[config.mk]
export PLATFORM = sky130hd
export DESIGN_NAME = plru_tree_ctrl
export DESIGN_NICKNAME = d
export VERILOG_FILES = /design/src/rtl/plru_pkg.sv /design/src/rtl/plru_state_array.sv /design/src/rtl/plru_path_update.sv /design/src/rtl/plru_victim_walk.sv /design/src/rtl/plru_empty_pick.sv /design/src/rtl/plru_tree_ctrl.sv
export SDC_FILE = /design/constraint.sdc
export NUM_CORES = 1
export LEC_CHECK = 0
export ABC_CLOCK_PERIOD_IN_PS = 5400
export BUFFER_PORTS_ARGS = -buffer_cell sky130_fd_sc_hd__buf_2
export CORE_UTILIZATION = 56
export DETAILED_ROUTE_END_ITERATION = 8
export PLACE_DENSITY_LB_ADDON = 0.25
export SLEW_MARGIN = 5
export SYNTH_ARGS = -nofsm -noshare
export SYNTH_HDL_FRONTEND = slang
export SYNTH_SLANG_ARGS = --single-unit
[constraint.sdc]
create_clock -name clk -period 5.4 [get_ports clk]
set_input_delay 1.62 -clock clk [delete_from_list [all_inputs] [get_ports clk]]
set_output_delay 1.62 -clock clk [all_outputs]
set_load 0.02 [all_outputs]
[src/rtl/plru_pkg.sv]
package plru_pkg;

   // Index width for a count of items; never narrower than one bit.
   function automatic int unsigned plru_idx_w(int unsigned count);
      return (count > 1) ? $clog2(count) : 1;
   endfunction

   // True when a value is a power of two and at least one.
   function automatic bit plru_is_pow2(int unsigned value);
      return (value != 0) && ((value & (value - 1)) == 0);
   endfunction

endpackage

[src/rtl/plru_state_array.sv]
// Per-set tree storage: one write port, two asynchronous read ports.
module plru_state_array #(
   parameter int unsigned NUM_SETS  = 16,
   parameter int unsigned TREE_BITS = 7,
   parameter int unsigned SET_W     = 4
) (
   input  logic                 clk,
   input  logic                 rst_n,
   input  logic                 wr_en,
   input  logic [SET_W-1:0]     wr_set,
   input  logic [TREE_BITS-1:0] wr_bits,
   input  logic [SET_W-1:0]     rd_a_set,
   output logic [TREE_BITS-1:0] rd_a_bits,
   input  logic [SET_W-1:0]     rd_b_set,
   output logic [TREE_BITS-1:0] rd_b_bits
);

   logic [TREE_BITS-1:0] tree_q [NUM_SETS];

   always_ff @(posedge clk or negedge rst_n) begin
      if (!rst_n) begin
         for (int s = 0; s < NUM_SETS; s++) begin
            tree_q[s] <= '0;
         end
      end else if (wr_en) begin
         tree_q[wr_set] <= wr_bits;
      end
   end

   assign rd_a_bits = tree_q[rd_a_set];
   assign rd_b_bits = tree_q[rd_b_set];

endmodule

[src/rtl/plru_path_update.sv]
// Points every tree bit on the accessed way's path away from that way.
module plru_path_update #(
   parameter int unsigned NUM_WAYS = 8,
   parameter int unsigned WAY_W    = 3
) (
   input  logic [NUM_WAYS-2:0] old_bits,
   input  logic [WAY_W-1:0]    way,
   output logic [NUM_WAYS-2:0] new_bits
);

   for (genvar lv = 0; lv < WAY_W; lv++) begin : g_level
      // Upper lv bits of the way select the node within this level.
      logic [WAY_W-1:0] prefix;
      assign prefix = way >> (WAY_W - lv);
      for (genvar k = 0; k < (1 << lv); k++) begin : g_node
         localparam int unsigned NODE = (1 << lv) - 1 + k;
         localparam logic [WAY_W-1:0] KEY = WAY_W'(k);
         assign new_bits[NODE] = (prefix == KEY) ? ~way[WAY_W-1-lv]
                                                 : old_bits[NODE];
      end
   end

endmodule

[src/rtl/plru_victim_walk.sv]
// Descends from the root: 0 picks the lower half, 1 the upper half.
module plru_victim_walk #(
   parameter int unsigned NUM_WAYS = 8,
   parameter int unsigned WAY_W    = 3
) (
   input  logic [NUM_WAYS-2:0] bits,
   output logic [WAY_W-1:0]    way
);

   always_comb begin
      logic [WAY_W-1:0] prefix;
      int unsigned      node;
      prefix = '0;
      for (int unsigned lv = 0; lv < WAY_W; lv++) begin
         node   = (32'd1 << lv) - 32'd1 + 32'(prefix);
         prefix = (prefix << 1) | WAY_W'(bits[node]);
      end
      way = prefix;
   end

endmodule

[src/rtl/plru_empty_pick.sv]
// Lowest-numbered set bit of the empty-way mask.
module plru_empty_pick #(
   parameter int unsigned NUM_WAYS = 8,
   parameter int unsigned WAY_W    = 3
) (
   input  logic [NUM_WAYS-1:0] mask,
   output logic                found,
   output logic [WAY_W-1:0]    idx
);

   always_comb begin
      idx = '0;
      for (int i = NUM_WAYS - 1; i >= 0; i--) begin
         if (mask[i]) idx = WAY_W'(i);
      end
   end

   assign found = |mask;

endmodule

[src/rtl/plru_tree_ctrl.sv]
module plru_tree_ctrl
   import plru_pkg::*;
#(
   parameter int unsigned NUM_WAYS = 8,
   parameter int unsigned NUM_SETS = 16,
   localparam int unsigned WAY_W     = plru_idx_w(NUM_WAYS),
   localparam int unsigned SET_W     = plru_idx_w(NUM_SETS),
   localparam int unsigned TREE_BITS = NUM_WAYS - 1
) (
   input  logic                clk,
   input  logic                rst_n,
   input  logic                upd_valid,
   input  logic [SET_W-1:0]    upd_set,
   input  logic [WAY_W-1:0]    upd_way,
   input  logic                qry_valid,
   input  logic [SET_W-1:0]    qry_set,
   input  logic [NUM_WAYS-1:0] qry_empty,
   output logic [WAY_W-1:0]    vic_way
);

   // Elaboration-time parameter checks.
   if ((NUM_WAYS < 2) || !plru_is_pow2(NUM_WAYS)) begin : g_bad_ways
      $error("plru_tree_ctrl: NUM_WAYS must be a power of two, at least 2");
   end
   if (!plru_is_pow2(NUM_SETS)) begin : g_bad_sets
      $error("plru_tree_ctrl: NUM_SETS must be a power of two");
   end

   logic [TREE_BITS-1:0] upd_old_bits;
   logic [TREE_BITS-1:0] upd_new_bits;
   logic [TREE_BITS-1:0] qry_bits;
   logic [WAY_W-1:0]     tree_way;
   logic [WAY_W-1:0]     empty_way;
   logic                 empty_found;

   plru_state_array #(
      .NUM_SETS  (NUM_SETS),
      .TREE_BITS (TREE_BITS),
      .SET_W     (SET_W)
   ) state_i (
      .clk       (clk),
      .rst_n     (rst_n),
      .wr_en     (upd_valid),
      .wr_set    (upd_set),
      .wr_bits   (upd_new_bits),
      .rd_a_set  (upd_set),
      .rd_a_bits (upd_old_bits),
      .rd_b_set  (qry_set),
      .rd_b_bits (qry_bits)
   );

   plru_path_update #(
      .NUM_WAYS (NUM_WAYS),
      .WAY_W    (WAY_W)
   ) update_i (
      .old_bits (upd_old_bits),
      .way      (upd_way),
      .new_bits (upd_new_bits)
   );

   plru_victim_walk #(
      .NUM_WAYS (NUM_WAYS),
      .WAY_W    (WAY_W)
   ) walk_i (
      .bits (qry_bits),
      .way  (tree_way)
   );

   plru_empty_pick #(
      .NUM_WAYS (NUM_WAYS),
      .WAY_W    (WAY_W)
   ) empty_i (
      .mask  (qry_empty),
      .found (empty_found),
      .idx   (empty_way)
   );

   always_comb begin
      if (!qry_valid)       vic_way = '0;
      else if (empty_found) vic_way = empty_way;
      else                  vic_way = tree_way;
   end

endmodule

# After elaboration in Yosys (flattened, before gate mapping)
# Cells that the tools add are included.
[op_classes] addsub=2 n_lt_le_gt_ge=5 eq_ne=3 n_mux=29 bitwise=7 reduce_logical=4
[ops] operator="$bwmux W112" n=1
[ops] operator="$lt A32 B4 Y1 const B" n=2
[ops] operator="$bmux W7 S4" n=2
[ops] operator="$mux W7" n=5
[ops] operator="$mux W3" n=10
[ops] operator="$demux W7 S4" n=1
[ops] operator="$ge A5 B5 Y1 const B" n=2
[ops] operator="$not A4 Y5" n=2
[ops] operator="$mux W1" n=8
[ops] operator="$reduce_or A8 Y1" n=1
[ops] operator="$bmux W1 S3" n=2
[ops] operator="$logic_not A3 Y1" n=2
[ops] operator="$lt A5 B1 Y1 const B" n=1
[ops] operator="$add A2 B3 Y4 const A" n=1
[ops] operator="$eq A2 B2 Y1 const B" n=2
[ops] operator="$not A1 Y1" n=3
[ops] operator="$or A3 B1 Y3" n=1
[ops] operator="$add A1 B1 Y2 const A" n=1
[ops] operator="$eq A2 B1 Y1 const B" n=1
[ops] operator="$or A2 B1 Y2" n=1
[ops] operator="$logic_and A1 B1 Y1" n=1
[word_totals] reg_bits=112 inputBits=23 wordCells=66

# Longest topological paths before layout
# Gate-level depths: netlist of the first run.
[logic_depth] word_depth=14 depth_mapped=8

# Cells and area by module
# A second synthesis of the first run with hierarchy kept.
[unflattened] hier_cells=425 hier_area_um2=6322.3
[by_module_without_submodules] module="plru_state_array" instances=1 cells_per_inst=384 area_per_inst_um2=6022.0
[by_module_without_submodules] module="plru_path_update" instances=1 cells_per_inst=17 area_per_inst_um2=117.6
[by_module_without_submodules] module="plru_empty_pick" instances=1 cells_per_inst=13 area_per_inst_um2=81.3
[by_module_without_submodules] module="plru_victim_walk" instances=1 cells_per_inst=5 area_per_inst_um2=52.6
[by_module_without_submodules] module="plru_tree_ctrl" instances=1 cells_per_inst=6 area_per_inst_um2=48.8

# Least setup slack after synthesis of the first run
# Ideal clock, no wire load.
[synth_timing] path_kind="input to output" from="in qry_set[0]" to="out vic_way[0]" t_arrival_ps=3773 slack_ps=7 stages=8 path_buffers=2 path_cell_list="buf_2 -> buf_4 -> mux4_2 -> nand3_1 -> nand3_1 -> mux2i_1 -> mux2_2 -> o32ai_1"
[synth_via] elab_chain_len=14
[synth_lines] element="start: declaration" line_no="plru_tree_ctrl.sv:16" text="input logic [SET_W-1:0] qry_set,"
[synth_lines] element="$not A4 Y5 (implied by the code) *" line_no="plru_state_array.sv:31" text="assign rd_b_bits = tree_q[rd_b_set];"
[synth_lines] element="$bmux W7 S4 *" line_no="plru_state_array.sv:31"
[synth_lines] element="$mux W7 (implied by the code) * (2 in a row)" line_no="plru_state_array.sv:31"
[synth_lines] element="$add A1 B1 Y2" line_no="plru_victim_walk.sv:15" text="node = (32'd1 << lv) - 32'd1 + 32'(prefix);"
[synth_lines] element="$bmux W1 S3" line_no="plru_victim_walk.sv:16" text="prefix = (prefix << 1) | WAY_W'(bits[node]);"
[synth_lines] element="$mux W1 (implied by the code)" line_no="plru_victim_walk.sv:16"
[synth_lines] element="$or A2 B1 Y2" line_no="plru_victim_walk.sv:16"
[synth_lines] element="$add A2 B3 Y4" line_no="plru_victim_walk.sv:15"
[synth_lines] element="$bmux W1 S3 *" line_no="plru_victim_walk.sv:16"
[synth_lines] element="$mux W1 (implied by the code) *" line_no="plru_victim_walk.sv:16"
[synth_lines] element="$or A3 B1 Y3 *" line_no="plru_victim_walk.sv:16"
[synth_lines] element="$mux W3 *" line_no="plru_tree_ctrl.sv:80" text="else if (empty_found) vic_way = empty_way;"
[synth_lines] element="$mux W3 *" line_no="plru_tree_ctrl.sv:79" text="if (!qry_valid) vic_way = '0;"
[synth_lines] element="end: declaration" line_no="plru_tree_ctrl.sv:18" text="output logic [WAY_W-1:0] vic_way"
# Every way passes the cells marked *; elsewhere a longest branch is shown, timed or not. The select of a mux whose other input is x is not followed.

# Worst setup path after layout of the first run
[layout_timing] from="in qry_set[1]" to="out vic_way[0]"
# The elaborated chain is that of the path after synthesis.

==> impl_metrics.ini, run 1 <==
[placed_design]
dp.final_hpwl_mm = 10.1
place_inst = 580
gp_congestion = 0.825
port_buffers = 25
pre_cts_ws_ps = 80.6

[critical_path]
arrival_ps = 3600
critPathLaunchType = input pin
worstReg2RegEnd = state_i.tree_q[71]$_DFFE_PN0P_
endpoint_kind = output port
startpoint = qry_set[1]
crit_path_cell_trace = buf_2, buf_4, mux4_2, nand3_1, nand3_2, mux2i_1, mux2_2, o32ai_1, buf_2
crit_top_cell = buf_2
reg2reg_setup_slack_ps = 3040
cp.required_ps = 3780
reg2regPathDepth = 4
slowest_delay_ps = 360
critPathSlowestCell = buf_2
r2r-start = state_i.tree_q[43]$_DFFE_PN0P_
critPathKind = in -> out
crit_fanout = 16

[finish]
area_growth_pct = 7.74
seq_area_sq_mm = 0.00280
diodes = 0
largest_register_ffs = 112
top_register = state_i.tree_q
reg_top3 = state_i.tree_q (112)
drive_gt1_share_pct = 42.3
stdcell_count = 599
fin_nets = 482
multi_input_area_sq_mm = 0.00304
fillCellCount = 791

[cts]
cts_buffers = 9
cts_tree = built
clk_pin_slew_worst_paths_ps = 100
cts_buffer_depth = 2
clock_sink_count = 112
cts_root_buf = clkbuf_8
clk_latency_ps = 390
cts-htree-levels = 3

[synth]
synth-seq-cells = 112
yosysSeqAreaShare_pct = 46.6
ys_types = 31
syn_avg_cell_area_sq_um = 13.8
synthesis.area_sq_mm = 0.00601
syn_inst = 434
yosysWarnings = 0
synth_nets = 457

[detailed_routing]
drcViolationCount = 0
avgRoutedWirePerCell_um = 24.3
viasPerCell = 6.67
ant_nets = 0
drtIter0Drc = 253
drt-total-wl_mm = 14.6
dr.pass1.iters = 5
vias = 3996

[floorplanning]
die_w_um = 106
row_count = 37
coreArea_sq_mm = 0.0104
pin_count = 26
start_util_pct = 58.0
dieHeight_um = 106
die-area_sq_mm = 0.0112

[global_routing]
grt_pass1_vias = 4185
grt_pass1_wl_mm = 23.6
grt-ovfl-total = 0
antenna_found_initial = 0
grt_max_degree = 57
grt_use_total_pct = 29.1

[timing]
final.setup.tns_ps = 0
tightest_slew_ps = 1160
skew_ps = 9.61
rsz0062_at_grt = false
drv_slew = 0
period_needed_ps = 5220
hold_viol = 0
setup-violations-final = 0
relSlewSlack_pct = 22.4
setup_slack_ps = 180
finalCritPeriodShare_pct = 96.7
fmax_mhz = 192

[hold_path]
holdCritStartpoint = state_i.tree_q[70]$_DFFE_PN0P_
min_path_type = reg -> reg
whs_endpoint = state_i.tree_q[70]$_DFFE_PN0P_
min_path_cells = 2

[job]
drv_cap = 0

[power_and_ir_drop]
peakVddDrop_uv = 195
leakage_nw = 2.86
power.density_mw_per_mm2 = 341

[status]
status = finished clean
## what timing repair did
| item | CTS | global route |
|---|---|---|
| hold endpoints to repair | 0 | 0 |
| setup buffers | 0 | 4 |
| gates resized for setup | 0 | 3 |
| endpoints found under the setup margin | 0 | 1 |
| hold buffers | 0 | 0 |
## cells in the final DEF (no fill, tap or decap), drive strengths merged
cell / n
and3: 1
nand2b: 6
clkinv: 3
o32ai: 1
nand2: 26
a21oi: 23
o21ai: 17
mux4: 59
o21bai: 1
nand3: 13
mux2: 81
a31oi: 2
buf: 43
dfrtp: 112
nor3b: 1
nor2b: 4
clkinvlp: 1
mux2i: 3
a22oi: 6
nor2: 37
o31ai: 3
clkbuf: 11
nand3b: 3
or3: 1
inv: 5
## cells in the mapped netlist
cell | number | area (sq um)
mux2_2 | 81 | 912
buf_6 | 5 | 56.3
o21ai_1 | 2 | 10.0
mux2i_1 | 3 | 30.0
a22oi_1 | 6 | 45.0
clkbuf_1 | 14 | 52.6
nand2b_1 | 6 | 37.5
buf_4 | 1 | 7.51
dfrtp_1 | 112 | 2800
buf_1 | 1 | 3.75
mux4_1 | 8 | 210
nand3b_1 | 3 | 22.5
o31ai_1 | 1 | 7.51
a21oi_1 | 22 | 110
o21ai_2 | 3 | 26.3
o21bai_1 | 1 | 7.51
inv_1 | 5 | 18.8
nand3_1 | 13 | 65.1
nor2b_1 | 4 | 25.0
nand2_1 | 26 | 97.6
a21oi_2 | 1 | 8.76
or3_1 | 1 | 6.26
buf_2 | 8 | 40.0
a31oi_1 | 2 | 12.5
mux4_2 | 51 | 1150
o32ai_1 | 1 | 8.76
o21ai_0 | 12 | 60.1
and3_1 | 1 | 6.26
o31ai_2 | 2 | 25.0
nor2_1 | 37 | 139
nor3b_1 | 1 | 7.51
## how the worst max path moves through the flow
| stage | end | slack, ps | cells past startpoint |
|---|---|---|---|
| floorplan | vic_way[0] | 7 | 8 |
| global placement | vic_way[0] | 50 | 9 |
| detailed placement | vic_way[0] | 80 | 9 |
| CTS | vic_way[0] | 60 | 9 |
| global route | vic_way[0] | 20 | 9 |
| finish | vic_way[0] | 180 | 9 |
## power by group
part	switching (mW)	total [mW]	internal (mW)
clock network	0.280	0.443	0.164
logic	0.236	0.583	0.347
registers	0.149	1.18	1.03
## logic make-up (layout without fill, tap and decap cells)
logic type	count (synthesis)	count (layout)	share of synthesized area [%]
AND/OR/NAND/NOR	92	92	6.77
AO/OA/AOI/OAI	53	53	5.35
buffers and inverters	34	63	2.98
flip-flops	112	112	46.6
multiplexers	143	143	38.3
## area by class of cell
cell class	instances	area share, %
multi-input cells	288	46.9
clock buffers	11	2.03
well taps	136	2.63
clock inverters	4	0.348
inverters	5	0.290
flip-flops and latches	112	43.3
repair buffers	43	4.50
## layer usage
metal | global-route usage, % | part of all wire [%] | vias to the layer above
met1 | 38.0 | 40 | 2110
met5 | 0 | 0 | -
li1 | - | - | 1702
met2 | 46.7 | 50 | 149
met3 | 6.56 | 5.9 | 35
met4 | 13.5 | 3.8 | 0
## critical path, delay by kind of cell
kind / cells / cell delay [ps]
muxes: 3 / 740
AOI/OAI and AO/OA: 1 / 210
buffers and inverters: 3 / 810
and+or+nand+nor: 2 / 230
## through the flow
stage / total power, mW / hold slack, ps / utilization (%) / instance area [sq um]
6_report: 2.21 / 494 / 62.5 / 6480
5_1_grt: 2.32 / 524 / 62.5 / 6480
4_1_cts: 2.21 / 500 / 61.9 / 6420
2_1_floorplan: 1.61 / 445 / - / 6010
3_3_place_gp: 1.74 / 464 / 60.4 / 6270
3_5_place_dp: 1.77 / 476 / 60.4 / 6270
(Power assumes the default switching activity.)
==> run 2: changes to the inputs <==
--- a/config.mk
+++ b/config.mk
@@ -5,7 +5,7 @@
 export SDC_FILE = /design/constraint.sdc
 export NUM_CORES = 1
 export LEC_CHECK = 0
-export ABC_CLOCK_PERIOD_IN_PS = 5400
+export ABC_CLOCK_PERIOD_IN_PS = 5900
 export BUFFER_PORTS_ARGS = -buffer_cell sky130_fd_sc_hd__buf_2
 export CORE_UTILIZATION = 56
 export DETAILED_ROUTE_END_ITERATION = 8
==> constraint.sdc (replaced) <==
create_clock -name clk -period 5.9 [get_ports clk]
set_input_delay 1.77 -clock clk [delete_from_list [all_inputs] [get_ports clk]]
set_output_delay 1.77 -clock clk [all_outputs]
set_load 0.02 [all_outputs]
==> run 2 against run 1 <==
Clock skew is 2.2 ps higher. Clock-buffer cell count stayed put. First-iteration DRC count shrank 6.7%. Non-clock buffer count decreased by 13. Wire length shrank 2.1%. Flip-flop and latch count is the same. Utilization down 1.0 points. Die area stayed put. Design area is 1.6% lower. Sequential power fell by 9%. Critical path type unchanged. Critical endpoint unchanged. Largest cell class unchanged.
==> impl_metrics.ini, run 2 (same netlist as run 1, synthesis figures left out) <==
[detailed_routing]
avgRoutedWirePerCell_um = 24.4
vias = 3915
ant_nets = 0
viasPerCell = 6.68
drt-total-wl_mm = 14.3
dr.pass1.iters = 5
drcViolationCount = 0
drtIter0Drc = 236

[timing]
final.setup.tns_ps = 0
drv_slew = 0
rsz0062_at_grt = false
hold_ws_ps = 502
relSlewSlack_pct = 22.7
skew_ps = 11.8
tightest_slew_ps = 1160
finalCritPeriodShare_pct = 96.9
fmax_mhz = 175
setup-violations-final = 0
period_needed_ps = 5720
hold_viol = 0

[floorplanning]
die-area_sq_mm = 0.0112
row_count = 37
die_w_um = 106
start_util_pct = 58.0
dieHeight_um = 106
pin_count = 26
coreArea_sq_mm = 0.0104

[cts]
cts_tree = built
ctsResizeCount = 0
cts-htree-levels = 3
holdBufCountCts = 0
clk_pin_slew_worst_paths_ps = 100
cts_root_buf = clkbuf_8
cts_buffer_depth = 2
clock_sink_count = 112
clk_latency_ps = 390
cts_buffers = 9
cts_setup_buffers = 0

[critical_path]
slowest_delay_ps = 540
reg2reg_setup_slack_ps = 3550
worstReg2RegEnd = state_i.tree_q[99]$_DFFE_PN0P_
reg2regPathDepth = 4
r2r-start = state_i.tree_q[43]$_DFFE_PN0P_
cp.required_ps = 4130
critPathSlowestCell = mux4_2
crit_path_cell_trace = buf_2, buf_4, mux4_2, nand3_1, nand3_1, mux2i_1, mux2_2, o32ai_1, buf_2
crit_fanout = 14
arrival_ps = 3950
cp.depth = 9
cp_top_family = multiplexers
path_buf_inv = 3
endpoint_kind = output port
critPathKind = in -> out
critPathLaunchType = input pin

[finish]
top_register = state_i.tree_q
layout_commonest_cell = dfrtp_1
largest_register_ffs = 112
area_growth_pct = 5.97
most-common-layout-cells = 112 x dfrtp_1, 81 x mux2_2, 51 x mux4_2
seq_area_sq_mm = 0.00280
diodes = 0
drive_gt1_share_pct = 40.7
fin_nets = 469
fillCellCount = 811
multi_input_area_sq_mm = 0.00303
reg_top3 = state_i.tree_q (112)

[power_and_ir_drop]
peakVddDrop_uv = 138
power.density_mw_per_mm2 = 319
leakage_nw = 2.80
power.total_mw = 2.03

[hold_path]
min_path_cells = 2
whs_endpoint = state_i.tree_q[98]$_DFFE_PN0P_
min_path_type = reg -> reg
holdCritStartpoint = state_i.tree_q[98]$_DFFE_PN0P_

[global_routing]
grt-ovfl-total = 0
grt_use_total_pct = 28.3
grt_max_degree = 85
grt_pass1_vias = 4138
antenna_found_initial = 0
grt_pass1_wl_mm = 23.0

[placed_design]
dp.final_hpwl_mm = 9.19
port_buffers = 25
gp_congestion = 0.775

[status]
status = finished clean

[job]
drv_cap = 0
==> run 2: area by class of cell <==
cell class,count,share of cell area [%]
clock buffers,11,2.38
inverters,5,0.295
clock inverters,4,0.314
well taps,136,2.67
repair buffers,30,2.79
multi-input cells,288,47.6
flip-flops and latches,112,44.0
==> run 2: power by group <==
| group | internal (mW) | leakage (nW) | switching [mW] | total [mW] |
|---|---|---|---|---|
| Sequential | 0.946 | 1.44 | 0.127 | 1.07 |
| Clock | 0.172 | 0.0947 | 0.261 | 0.433 |
| Combinational | 0.312 | 1.26 | 0.217 | 0.529 |
| Total | 1.43 | 2.80 | 0.605 | 2.03 |
==> run 2: how the worst max path moves through the flow <==
stage                           from    endpoint  slack (ps)
final                     qry_set[0]  vic_way[0]         180
after detailed placement  qry_set[0]  vic_way[0]         210
after global placement    qry_set[0]  vic_way[0]         270
after floorplan           qry_set[0]  vic_way[0]         210
after CTS                 qry_set[0]  vic_way[0]         200
after global routing      qry_set[0]  vic_way[0]          80
==> run 2: layer usage <==
layer | vias to the layer above | global-route usage [%] | wire length (um)
li1 | 1670 | - | -
met1 | 2028 | 38.6 | 6030
met2 | 180 | 44.9 | 6900
met3 | 37 | 4.58 | 846
met4 | 0 | 13.4 | 499
met5 | - | 0 | 0
==> run 2: through the flow <==
step | std cells | cell area [sq um] | setup slack, ps | utilization, %
after floorplan | 434 | 6010 | 207 | -
after global placement | 571 | 6200 | 273 | 59.8
after detailed placement | 571 | 6200 | 212 | 59.8
after CTS | 586 | 6370 | 199 | 61.4
after global routing | 586 | 6370 | 78.3 | 61.4
final | 586 | 6370 | 182 | 61.4
==> run 2: tightest hold or removal path: stages (launching register included) <==
cell and delay [ps]:
dfrtp_1 360, nand2_1 50, o21ai_0 60
